$ cat src/rtl/ulk_pkg.sv
package ulk_pkg;
  localparam int BYTE_W = 8;

  localparam logic [15:0] ADR_FIRST  = 16'h5555;
  localparam logic [15:0] ADR_SECOND = 16'h2AAA;

  localparam logic [BYTE_W-1:0] KEY_ONE    = 8'hAA;
  localparam logic [BYTE_W-1:0] KEY_TWO    = 8'h55;
  localparam logic [BYTE_W-1:0] OP_LOCK    = 8'hA0;
  localparam logic [BYTE_W-1:0] OP_EXTEND  = 8'h80;
  localparam logic [BYTE_W-1:0] OP_ID_SHRT = 8'h90;
  localparam logic [BYTE_W-1:0] OP_ID_QUIT = 8'hF0;
  localparam logic [BYTE_W-1:0] OP_UNLOCK  = 8'h20;
  localparam logic [BYTE_W-1:0] OP_ERASE   = 8'h10;
  localparam logic [BYTE_W-1:0] OP_ID_LONG = 8'h60;

  localparam logic [BYTE_W-1:0] CODE_MAKER  = 8'hDA;
  localparam logic [BYTE_W-1:0] CODE_DEVICE = 8'hC8;

  // matcher position: A* = inside first prefix, B* = after the extend byte
  typedef enum logic [2:0] {
    ST_IDLE = 3'd0,
    ST_A1   = 3'd1,
    ST_A2   = 3'd2,
    ST_B0   = 3'd3,
    ST_B1   = 3'd4,
    ST_B2   = 3'd5
  } seq_st_t;

  typedef struct packed {
    logic lock;
    logic unlock;
    logic erase;
    logic id_on;
    logic id_off;
  } ulk_ev_t;
endpackage

$ cat src/rtl/ulk_step_matcher.sv
module ulk_step_matcher
  import ulk_pkg::*;
#(
  parameter int CMP_W = 15
) (
  input  logic              clk,
  input  logic              rst,
  input  logic              wr_valid,
  input  logic [CMP_W-1:0]  wr_addr,
  input  logic [BYTE_W-1:0] wr_data,
  output ulk_ev_t           ev
);
  localparam logic [CMP_W-1:0] ADR_A = CMP_W'(ADR_FIRST);
  localparam logic [CMP_W-1:0] ADR_B = CMP_W'(ADR_SECOND);

  seq_st_t st_q, st_n;
  logic    hit_a, hit_b, key1, key2;
  seq_st_t restart;
  ulk_ev_t ev_raw;

  assign hit_a   = (wr_addr == ADR_A);
  assign hit_b   = (wr_addr == ADR_B);
  assign key1    = hit_a && (wr_data == KEY_ONE);
  assign key2    = hit_b && (wr_data == KEY_TWO);
  // a breaking write may itself open a new sequence
  assign restart = key1 ? ST_A1 : ST_IDLE;

  always_comb begin
    st_n   = st_q;
    ev_raw = '0;
    if (wr_valid) begin
      unique case (st_q)
        ST_IDLE: st_n = key1 ? ST_A1 : ST_IDLE;
        ST_A1:   st_n = key2 ? ST_A2 : restart;
        ST_A2: begin
          st_n = ST_IDLE;
          if (hit_a && wr_data == OP_LOCK)         ev_raw.lock   = 1'b1;
          else if (hit_a && wr_data == OP_ID_SHRT) ev_raw.id_on  = 1'b1;
          else if (hit_a && wr_data == OP_ID_QUIT) ev_raw.id_off = 1'b1;
          else if (hit_a && wr_data == OP_EXTEND)  st_n = ST_B0;
          else                                     st_n = restart;
        end
        ST_B0:   st_n = key1 ? ST_B1 : ST_IDLE;
        ST_B1:   st_n = key2 ? ST_B2 : restart;
        ST_B2: begin
          st_n = ST_IDLE;
          if (hit_a && wr_data == OP_UNLOCK)       ev_raw.unlock = 1'b1;
          else if (hit_a && wr_data == OP_ERASE)   ev_raw.erase  = 1'b1;
          else if (hit_a && wr_data == OP_ID_LONG) ev_raw.id_on  = 1'b1;
          else                                     st_n = restart;
        end
        default: st_n = ST_IDLE;
      endcase
    end
  end

  assign ev = rst ? '0 : ev_raw;

  always_ff @(posedge clk) begin
    if (rst) st_q <= ST_IDLE;
    else     st_q <= st_n;
  end
endmodule

$ cat src/rtl/ulk_load_window.sv
module ulk_load_window #(
  parameter int WINDOW_CYC = 64
) (
  input  logic clk,
  input  logic rst,
  input  logic open_req,
  input  logic write_seen,
  output logic win_open
);
  localparam int CW = $clog2(WINDOW_CYC + 1);
  localparam logic [CW-1:0] LAST_IDLE = CW'(WINDOW_CYC - 1);

  logic [CW-1:0] idle_q;

  always_ff @(posedge clk) begin
    if (rst) begin
      win_open <= 1'b0;
      idle_q   <= '0;
    end else if (open_req) begin
      win_open <= 1'b1;
      idle_q   <= '0;
    end else if (win_open) begin
      if (write_seen) begin
        idle_q <= '0;
      end else if (idle_q == LAST_IDLE) begin
        win_open <= 1'b0;
        idle_q   <= '0;
      end else begin
        idle_q <= idle_q + 1'b1;
      end
    end
  end
endmodule

$ cat src/rtl/ulk_id_rom.sv
module ulk_id_rom
  import ulk_pkg::*;
#(
  parameter int ADDR_W = 16
) (
  input  logic              clk,
  input  logic              rst,
  input  logic              id_mode,
  input  logic              rd_en,
  input  logic [ADDR_W-1:0] rd_addr,
  output logic              rd_hit,
  output logic [BYTE_W-1:0] rd_byte
);
  localparam int N_ID = 2;

  logic [BYTE_W-1:0] code_tab [N_ID];
  logic              in_tab;
  logic              take;

  for (genvar g = 0; g < N_ID; g++) begin : g_code
    assign code_tab[g] = (g == 0) ? CODE_MAKER : CODE_DEVICE;
  end

  assign in_tab = (rd_addr < ADDR_W'(N_ID));
  assign take   = rd_en && id_mode;

  always_ff @(posedge clk) begin
    if (rst) begin
      rd_hit  <= 1'b0;
      rd_byte <= '0;
    end else begin
      rd_hit  <= take;
      rd_byte <= (take && in_tab) ? code_tab[rd_addr[0]] : '0;
    end
  end
endmodule

$ cat src/rtl/unlock_seq_decoder.sv
module unlock_seq_decoder
  import ulk_pkg::*;
#(
  parameter int ADDR_W     = 16,
  parameter int CMP_W      = 15,
  parameter int WINDOW_CYC = 64
) (
  input  logic              clk,
  input  logic              rst,
  input  logic              wr_valid,
  input  logic [ADDR_W-1:0] wr_addr,
  input  logic [BYTE_W-1:0] wr_data,
  input  logic              rd_en,
  input  logic [ADDR_W-1:0] rd_addr,
  output logic              pl_write_ok,
  output logic [ADDR_W-1:0] pl_addr,
  output logic [BYTE_W-1:0] pl_data,
  output logic              erase_start,
  output logic              id_mode,
  output logic              protect_on,
  output logic              rd_id_valid,
  output logic [BYTE_W-1:0] rd_id_data
);
  ulk_ev_t ev;
  logic    win_open;
  logic    prot_q = 1'b1;  // power-up value; reset does not touch it

  ulk_step_matcher #(.CMP_W(CMP_W)) u_match (
    .clk      (clk),
    .rst      (rst),
    .wr_valid (wr_valid),
    .wr_addr  (wr_addr[CMP_W-1:0]),
    .wr_data  (wr_data),
    .ev       (ev)
  );

  ulk_load_window #(.WINDOW_CYC(WINDOW_CYC)) u_win (
    .clk        (clk),
    .rst        (rst),
    .open_req   (ev.lock),
    .write_seen (wr_valid),
    .win_open   (win_open)
  );

  ulk_id_rom #(.ADDR_W(ADDR_W)) u_rom (
    .clk     (clk),
    .rst     (rst),
    .id_mode (id_mode),
    .rd_en   (rd_en),
    .rd_addr (rd_addr),
    .rd_hit  (rd_id_valid),
    .rd_byte (rd_id_data)
  );

  always_ff @(posedge clk) begin
    if (ev.unlock)    prot_q <= 1'b0;
    else if (ev.lock) prot_q <= 1'b1;
  end
  assign protect_on = prot_q;

  always_ff @(posedge clk) begin
    if (rst) begin
      pl_write_ok <= 1'b0;
      erase_start <= 1'b0;
      id_mode     <= 1'b0;
    end else begin
      pl_write_ok <= wr_valid && !ev.lock && (!prot_q || win_open);
      erase_start <= ev.erase;
      if (ev.id_off)     id_mode <= 1'b0;
      else if (ev.id_on) id_mode <= 1'b1;
    end
  end

  always_ff @(posedge clk) begin
    if (wr_valid) begin
      pl_addr <= wr_addr;
      pl_data <= wr_data;
    end
  end
endmodule

$ cat config.mk
export PLATFORM = sky130hd
export DESIGN_NAME = unlock_seq_decoder
export DESIGN_NICKNAME = d
export VERILOG_FILES = /design/src/rtl/ulk_pkg.sv /design/src/rtl/ulk_step_matcher.sv /design/src/rtl/ulk_load_window.sv /design/src/rtl/ulk_id_rom.sv /design/src/rtl/unlock_seq_decoder.sv
export SDC_FILE = /design/constraint.sdc
export NUM_CORES = 1
export LEC_CHECK = 0
export BUFFER_PORTS_ARGS = -buffer_cell sky130_fd_sc_hd__clkbuf_2
export CELL_PAD_IN_SITES_DETAIL_PLACEMENT = 1
export CELL_PAD_IN_SITES_GLOBAL_PLACEMENT = 2
export CORE_AREA = 3 3 71 106
export CTS_BUF_LIST = sky130_fd_sc_hd__clkbuf_4
export DETAILED_ROUTE_END_ITERATION = 8
export DIE_AREA = 0 0 74 109
export HOLD_SLACK_MARGIN = 0.05
export PLACE_DENSITY = 0.85
export RECOVER_POWER = 100
export SYNTH_ARGS = -nofsm -noshare
export SYNTH_HDL_FRONTEND = slang
export SYNTH_SLANG_ARGS = --single-unit
export TNS_END_PERCENT = 5
$ cat constraint.sdc
create_clock -name clk -period 1.8 [get_ports clk]
set_input_delay 0.27 -clock clk [delete_from_list [all_inputs] [get_ports clk]]
set_output_delay 0.27 -clock clk [all_outputs]
set_load 0.05 [all_outputs]
==> reports/results.env, run 1 <==
DIE_HEIGHT_UM=109
HP-CLASS='primary input to flip-flop'
TIMING.SLEW.HEADROOM_PCT=53.8
CTS.ROOT.BUFFER_CELL='sky130_fd_sc_hd__clkbuf_4'
SYNTH_SEQUENTIAL_AREA_RATIO_PCT=55.1
CTS_SETUP_BUFFERS=0
DETAILEDROUTE.FIRSTITERATIONVIOLATIONS=76
CELLS_AFTER_SYNTHESIS=163
CORE_REGION_AREA_UM2=6620
FINAL_ANTENNA_NET_COUNT=0
PATH_MAX_FANOUT=5
ENDPOINT_KIND='flip-flop'
LEAKAGEPOWER_uW=0.000889
P_TOTAL_uW=1880
FINAL_NETS=302
FIRST_DRT_PASS_ITERATION_COUNT=4
GLOBALROUTETOTALUTIL_PCT=14.4
MOSTFREQUENTLAYOUTCELL='sky130_fd_sc_hd__clkbuf_1'
TRITONCTS_CLOCK_TREE='yes'
LAYOUT.CELLS.MOST_COMMON_LIST='59 x sky130_fd_sc_hd__clkbuf_1, 24 x sky130_fd_sc_hd__edfxtp_1, 22 x sky130_fd_sc_hd__clkbuf_2, 18 x sky130_fd_sc_hd__dfxtp_1, 11 x sky130_fd_sc_hd__buf_4'
GRT_SETUP_UNREPAIRED='no'
YOSYS_SYNTHESIS_WARNING_COUNT=0
AVGVIACOUNTPERCELL=5.16
YOSYS_MOST_USED_DFF='sky130_fd_sc_hd__edfxtp_1'
DIE_WIDTH_UM=74
CLK_TRANSITION_REPORTED_PATHS_NS=0.12
FLOORPLAN.DIE_AREA_UM2=8070
CLOCK-SINKS=42
CLKLATENCYLATEPIN_NS=0.36
N_ANTENNA_CELL=0
WORST-ENDPOINT-ARRIVAL_NS=1.90
LARGEST_NET_DEGREE_AT_THE_START_OF_GLOBAL_ROUTING=30
GRT_PASS1_WL_UM=8720
SETUP_VIOL_COUNT_FINAL=0
ROUTE.FINAL.WIRE_LENGTH_UM=5580
RUN_STATUS='finished clean'
ROUTEDWLPERCELL_UM=16.7
SYNTHESIS.AREA_UM2=1960
TIMING_WORST_SLEW_PIN_VALUE_NS=0.693
STARTING_DENSITY_OF_THE_CORE_PCT=29.6
CTS.REPAIR.RESIZED=0
TIMING.HOLD.WORST_ENDPOINT='pl_addr[10]'
MAPPED_AVG_CELL_AREA_UM2=12.0
IO_PINS=81
SETUP.REG_TO_REG.WORST_SLACK_NS=0.15
TIMING.CRITICAL_PATH.REQUIRED_NS=2.05
TIMING.HOLD.WORST.START='wr_addr[10]'
PEAK_FREQ_MHz=605
ROUTE.DETAILED.DRC=0
H-TREE-DEPTH=2
REG2REGPATHDEPTH=4
VIA_COUNT=1722
FLOW.AREA_GROWTH_FROM_SYNTHESIS_PCT=26.9
PWR_DENSITY_CELL_nW_PER_UM2=755
POST-DP-HPWL_UM=4500
YOSYSUNIQUECELLTYPES=47
SYNTH_ASYNC_SR_FLOP_SHARE_PCT=0
VDD_IR_DROP_MAX_V=0.000196
REPORT.FINAL.SLEW_VIOL_COUNT=0
GRT_REMAINING_OVERFLOW=0
NUM_ROWS=36
CRIT_TYPE='flip-flop to flip-flop'
R2R_START='u_match.st_q[2]'
TIMING.CRITICAL_PATH.FROM_TYPE='flip-flop'
SYNTH-SEQ-CELLS=42
ANTENNA_FOUND_INITIAL=0
GLOBALPLACE.CONGESTION=0.930
SETUP-TNS-FINAL_NS=0
LAYOUT_MIN_CYCLE_TIME_NS=1.65
CTS_HOLD_BUFFERS=2
FINAL_LAYOUT_SIZE_SUFFIX_GT1_SHARE_PCT=19.8
SYNTH_EDF_COUNT=24
CLK_PATH_BUF_DEPTH=2
WORSTREG2REGEND='u_win.idle_q[0]'
FINAL_MIN_PERIOD_OVER_CLOCK_PERIOD_PCT=91.8
MAXCAPVIOLATIONS=0
CTS_BUFFERS=5
FIN_WORST_SKEW_NS=0.00761
FIRST_GLOBAL_VIAS=1849
PLACEMENT.IO_BUFFERS=77
FINAL-HOLD-VIOLATION-COUNT=0
WORST_HOLD_PATH.NUM_CELLS=1
-- critical path, stage by stage, from the launching register on --
cell	delay, ns
sky130_fd_sc_hd__dfxtp_1	0.33
sky130_fd_sc_hd__nand4bb_1	0.30
sky130_fd_sc_hd__or3_4	0.43
sky130_fd_sc_hd__nor4_4	0.39
sky130_fd_sc_hd__nor2_1	0.09
-- power breakdown --
part	leakage [uW]	internal (uW)	switching, uW
sequential	0.000380	1060	10.8
combinational	0.000480	75.9	265
clock	0.0000286	145	318
-- how the worst max path moves through the flow --
stage / from / to / depth (start not counted)
2_1_floorplan: wr_addr[12] / u_match.st_q[1] / 4
3_3_place_gp: wr_data[1] / id_mode / 6
3_5_place_dp: wr_addr[12] / u_match.st_q[1] / 5
4_1_cts: u_match.st_q[2] / u_win.idle_q[0] / 4
5_1_grt: u_match.st_q[2] / u_win.idle_q[3] / 4
6_report: u_match.st_q[2] / u_win.idle_q[0] / 4
-- per-stage QoR --
step | hold slack, ns | cell area, um^2 | utilization, % | std cells | setup WS, ns
6_report | 0.155 | 2490 | 37.6 | 334 | 0.148
5_1_grt | 0.141 | 2490 | 37.6 | 334 | 0.0427
4_1_cts | 0.0981 | 2580 | 38.9 | 334 | 0.121
3_5_place_dp | 0.450 | 2500 | 37.8 | 324 | 0.101
3_3_place_gp | 0.446 | 2500 | 37.8 | 324 | 0.107
2_1_floorplan | 0.347 | 1970 | - | 165 | 0.307
-- cells in the mapped netlist, types with 3 or more instances --
master	n	share of area, %
sky130_fd_sc_hd__nor4_1	5	1.6
sky130_fd_sc_hd__nor3b_1	3	1.1
sky130_fd_sc_hd__edfxtp_1	24	37
sky130_fd_sc_hd__nor2b_1	4	1.3
sky130_fd_sc_hd__nand2b_1	4	1.3
sky130_fd_sc_hd__nand4bb_1	5	2.9
sky130_fd_sc_hd__nand4b_1	5	2.2
sky130_fd_sc_hd__nor4bb_1	3	1.5
sky130_fd_sc_hd__dfxtp_1	18	18
sky130_fd_sc_hd__nor3_1	10	2.6
sky130_fd_sc_hd__inv_1	4	0.77
sky130_fd_sc_hd__buf_4	6	2.3
sky130_fd_sc_hd__nor2_1	8	1.5
sky130_fd_sc_hd__nand2_1	8	1.5
sky130_fd_sc_hd__xor2_1	3	1.3
sky130_fd_sc_hd__nor4_4	3	3.3
sky130_fd_sc_hd__nand3_1	7	1.8
sky130_fd_sc_hd__a21oi_1	3	0.77
sky130_fd_sc_hd__nand4_1	3	0.96
-- logic make-up after synthesis --
logic type               synth area share [%]
other                                   0.191
XOR/XNOR                                 2.23
flip-flops                               55.1
AND/OR/NAND/NOR                          30.9
AO/OA/AOI/OAI                            6.70
multiplexers                            0.511
buffers and inverters                    3.70
adder cells (fa/ha/maj)                 0.638
-- cell type report --
class / instances / area, um^2
clock inverter: 3 / 16.3
tap: 76 / 95.1
clock buffer: 5 / 37.5
timing repair buffer: 94 / 434
sequential: 42 / 1080
inverter: 4 / 15.0
multi-input combinational: 110 / 808
fill: 787 / 4130
-- layer usage --
metal  GRT usage (%)  vias to the layer above  share of wire (%)
met4            7.64                        0                3.2
met2            27.4                       74                 56
met3            4.06                       15                7.1
li1                -                      810                  -
met5               0                        -                  0
met1            13.2                      823                 34
-- registers in the layout (all words and copies together) (netlist names) --
name            count
id_mode             1
pl_addr            16
erase_start         1
pl_write_ok         1
protect_on          1
u_match.st_q        3
u_rom.rd_byte       2
u_win.win_open      1
pl_data             8
u_rom.rd_hit        1
u_win.idle_q        7
(Power assumes the default switching activity.)
==> inputs of run 2 (changes only) <==
RECOVER_POWER = 25   (was 100)
==> run 2 against run 1 <==
- non-clock buffer count stayed put
- sequential cell count did not move
- clock skew is 0.00051 ns lower
- sequential share of layout area fell by 0.96 points
- die area stayed put
- routed wire length up 0.23%
- critical endpoint unchanged
- highest routed layer unchanged
==> reports/results.env, run 2 (same netlist as run 1, synthesis figures left out) <==
RUN_STATUS='finished clean'  # unchanged
P_SWITCHING_uW=596  # was 593 uW
LARGEST-REGISTER='pl_addr'  # unchanged
SETUP-TNS-FINAL_NS=0  # unchanged
LARGEST_REGISTER_FF_COUNT=16  # unchanged
PWR_DENSITY_CELL_nW_PER_UM2=744  # was 755 nW/um^2
GR-MAX-USAGE-LAYER='met2'  # unchanged
ANTENNA_FOUND_INITIAL=0  # unchanged
PATH_MAX_FANOUT=5  # unchanged
STARTING_DENSITY_OF_THE_CORE_PCT=29.6  # unchanged
FIRST_DRT_PASS_ITERATION_COUNT=4  # unchanged
GRT.MET2_USAGE_PCT=27.4  # unchanged
CRITICAL_PATH.CELL_CHAIN='nand4bb_1 -> or3_4 -> nor4_4 -> nor2_1'  # unchanged
ROUTE.DETAILED.DRC=0  # unchanged
CRIT_TYPE='flip-flop to flip-flop'  # unchanged
FLOORPLAN.DIE_AREA_UM2=8070  # unchanged
H-TREE-DEPTH=2  # unchanged
CTS.REPAIR.RESIZED=0  # unchanged
CLK_TRANSITION_REPORTED_PATHS_NS=0.12  # about the same
REPORT.FINAL.SLEW_VIOL_COUNT=0  # unchanged
GRT_SETUP_UNREPAIRED='no'  # unchanged
FINAL-HOLD-VIOLATION-COUNT=0  # unchanged
GRT_PASS1_WL_UM=8720  # unchanged
PORTION_OF_TOTAL_POWER_ATTRIBUTED_TO_COMBINATIONAL_LOGIC_PCT=18.7  # was 18.2%
SETUP_VIOL_COUNT_FINAL=0  # unchanged
FINAL_LAYOUT_SIZE_SUFFIX_GT1_SHARE_PCT=33.7  # was 19.8%
CLOCK-SINKS=42  # unchanged
TIMING.CRITICAL_PATH.FROM_TYPE='flip-flop'  # unchanged
GLOBALPLACE.CONGESTION=0.930  # unchanged
FLOW.AREA_GROWTH_FROM_SYNTHESIS_PCT=29.7  # was 26.9%
CORE_REGION_AREA_UM2=6620  # unchanged
FINAL_CORE_UTIL_PCT=38.4  # was 37.6%
VIA_COUNT=1715  # was 1722
PLACED_INSTANCE_AREA_UM2=2500  # unchanged
GRT_REMAINING_OVERFLOW=0  # unchanged
POST-DP-HPWL_UM=4500  # unchanged
INTERNAL-POWER_uW=1300  # was 1280 uW
DIE_WIDTH_UM=74  # unchanged
IO_PINS=81  # unchanged
LARGESTREGISTERS='pl_addr (16), pl_data (8), u_win.idle_q (7)'  # unchanged
LEAKAGEPOWER_uW=0.00102  # was 0.000889 uW
DIE_HEIGHT_UM=109  # unchanged
NUM_ROWS=36  # unchanged
LAYOUT.CELLS.MOST_COMMON_LIST='56 x sky130_fd_sc_hd__clkbuf_2, 24 x sky130_fd_sc_hd__edfxtp_1, 23 x sky130_fd_sc_hd__clkbuf_1, 18 x sky130_fd_sc_hd__dfxtp_1, 13 x sky130_fd_sc_hd__buf_4'  # was 59 x sky130_fd_sc_hd__clkbuf_1, 24 x sky130_fd_sc_hd__edfxtp_1, 22 x sky130_fd_sc_hd__clkbuf_2, 18 x sky130_fd_sc_hd__dfxtp_1, 11 x sky130_fd_sc_hd__buf_4
GLOBALROUTETOTALUTIL_PCT=14.4  # unchanged
P_TOTAL_uW=1890  # was 1880 uW
NFILLCELLS=780  # was 787
LARGEST_NET_DEGREE_AT_THE_START_OF_GLOBAL_ROUTING=30  # unchanged
ROUTE.FINAL.WIRE_LENGTH_UM=5590  # was 5580 um
WORST-ENDPOINT-ARRIVAL_NS=1.92  # was 1.90 ns
PEAK_FREQ_MHz=601  # was 605 MHz
CTS.ROOT.BUFFER_CELL='sky130_fd_sc_hd__clkbuf_4'  # unchanged
LAYOUT_MIN_CYCLE_TIME_NS=1.66  # was 1.65 ns
N_ANTENNA_CELL=0  # unchanged
FIN_WORST_SKEW_NS=0.00710  # was 0.00761 ns
DETAILEDROUTE.FIRSTITERATIONVIOLATIONS=65  # was 76
MOSTFREQUENTLAYOUTCELL='sky130_fd_sc_hd__clkbuf_2'  # was sky130_fd_sc_hd__clkbuf_1
CTS_BUFFERS=5  # unchanged
FINAL_ANTENNA_NET_COUNT=0  # unchanged
PLACEMENT.IO_BUFFERS=77  # unchanged
HP-CLASS='primary input to flip-flop'  # unchanged
SHARE_OF_POWER_BURNED_IN_REGISTERS_PCT=56.7  # was 57.2%
CLKLATENCYLATEPIN_NS=0.36  # about the same
ENDPOINT_KIND='flip-flop'  # unchanged
FINAL_NETS=302  # unchanged
CLK_PATH_BUF_DEPTH=2  # unchanged
SWSHARE_PCT=31.5  # was 31.6%
VDD_IR_DROP_MAX_V=0.000198  # was 0.000196 V
ROUTEDWLPERCELL_UM=16.7  # about the same
MAX_INCR_DELAY_ON_CP_NS=0.44  # was 0.43 ns
AVGVIACOUNTPERCELL=5.13  # was 5.16
MAXCAPVIOLATIONS=0  # unchanged
MET3_USAGE_PCT=4.06  # unchanged
TRITONCTS_CLOCK_TREE='yes'  # unchanged
FIRST_GLOBAL_VIAS=1849  # unchanged
TIMING.CRITICAL_PATH.REQUIRED_NS=2.05  # about the same
FINAL_MIN_PERIOD_OVER_CLOCK_PERIOD_PCT=92.4  # was 91.8%
TIMING.CRITICAL_PATH.SLOWEST_STAGE_CELL='sky130_fd_sc_hd__or3_4'  # unchanged
GRT.MET1_USAGE_PCT=13.2  # unchanged
POWER.SHARE.CLOCK_PCT=24.5  # was 24.7%
FINAL_DESIGN_AREA_NO_FILL_UM2=2540  # was 2490 um^2
[run 2: changes by cell type in the layout (fill, tap and decap cells not counted)]
cell,change
sky130_fd_sc_hd__buf_4,+2
sky130_fd_sc_hd__nor3_2,-1
sky130_fd_sc_hd__clkbuf_2,+34
sky130_fd_sc_hd__nor3_4,+1
sky130_fd_sc_hd__clkbuf_1,-36
[run 2: path summary, 6_finish.rpt]
path | from | endpoint | slack (ns) | cells past startpoint
setup reg to reg | u_match.st_q[2] | u_win.idle_q[0] | 0.14 | 4
hold reg to reg | u_win.idle_q[6] | u_win.idle_q[6] | 0.46 | 2
setup / recovery | u_match.st_q[2] | u_win.idle_q[0] | 0.14 | 4
hold / removal | wr_addr[1] | pl_addr[1] | 0.16 | 1
[run 2: worst max-delay path, delay by kind of cell (launching register included)]
kind / cells / cell delay (ns)
and+or+nand+nor: 4 / 1.22
DFF: 1 / 0.33
[run 2: through the flow]
step                hold WS, ns  worst slack (ns)  instances
global route              0.141            0.0332        334
global placement          0.446             0.107        324
floorplan                 0.347             0.307        165
CTS                      0.0981             0.121        334
finish                    0.157             0.136        334
detailed placement        0.450             0.101        324
[run 2: layer usage]
layer,up-vias,routed length (um)
li1,810,-
met1,828,1890
met3,13,370
met5,-,0
met4,0,162
met2,64,3160
[run 2: timing repair]
| action | CTS | global route |
|---|---|---|
| setup buffers | 0 | 0 |
| setup endpoints to repair | 0 | 0 |
| hold buffers | 2 | 0 |
| endpoints found under the hold margin | 2 | 0 |
[run 2: final cells by class]
| cell class | count | area, um^2 | share of cell area, % |
|---|---|---|---|
| flip-flops and latches | 42 | 1080 | 42.5 |
| multi-input cells | 110 | 815 | 32.0 |
| repair buffers | 94 | 484 | 19.0 |
| well taps | 76 | 95.1 | 3.74 |
| clock buffers | 5 | 37.5 | 1.48 |
| clock inverters | 3 | 16.3 | 0.639 |
| inverters | 4 | 15.0 | 0.590 |
[run 2: power by group through the flow]
| stage | clock, uW | combinational (uW) | sequential, uW |
|---|---|---|---|
| floorplan | 0 | 62.3 | 1250 |
| global placement | 0 | 356 | 1090 |
| detailed placement | 0 | 360 | 1100 |
| CTS | 494 | 365 | 1070 |
| global route | 524 | 375 | 1080 |
| finish | 464 | 354 | 1070 |
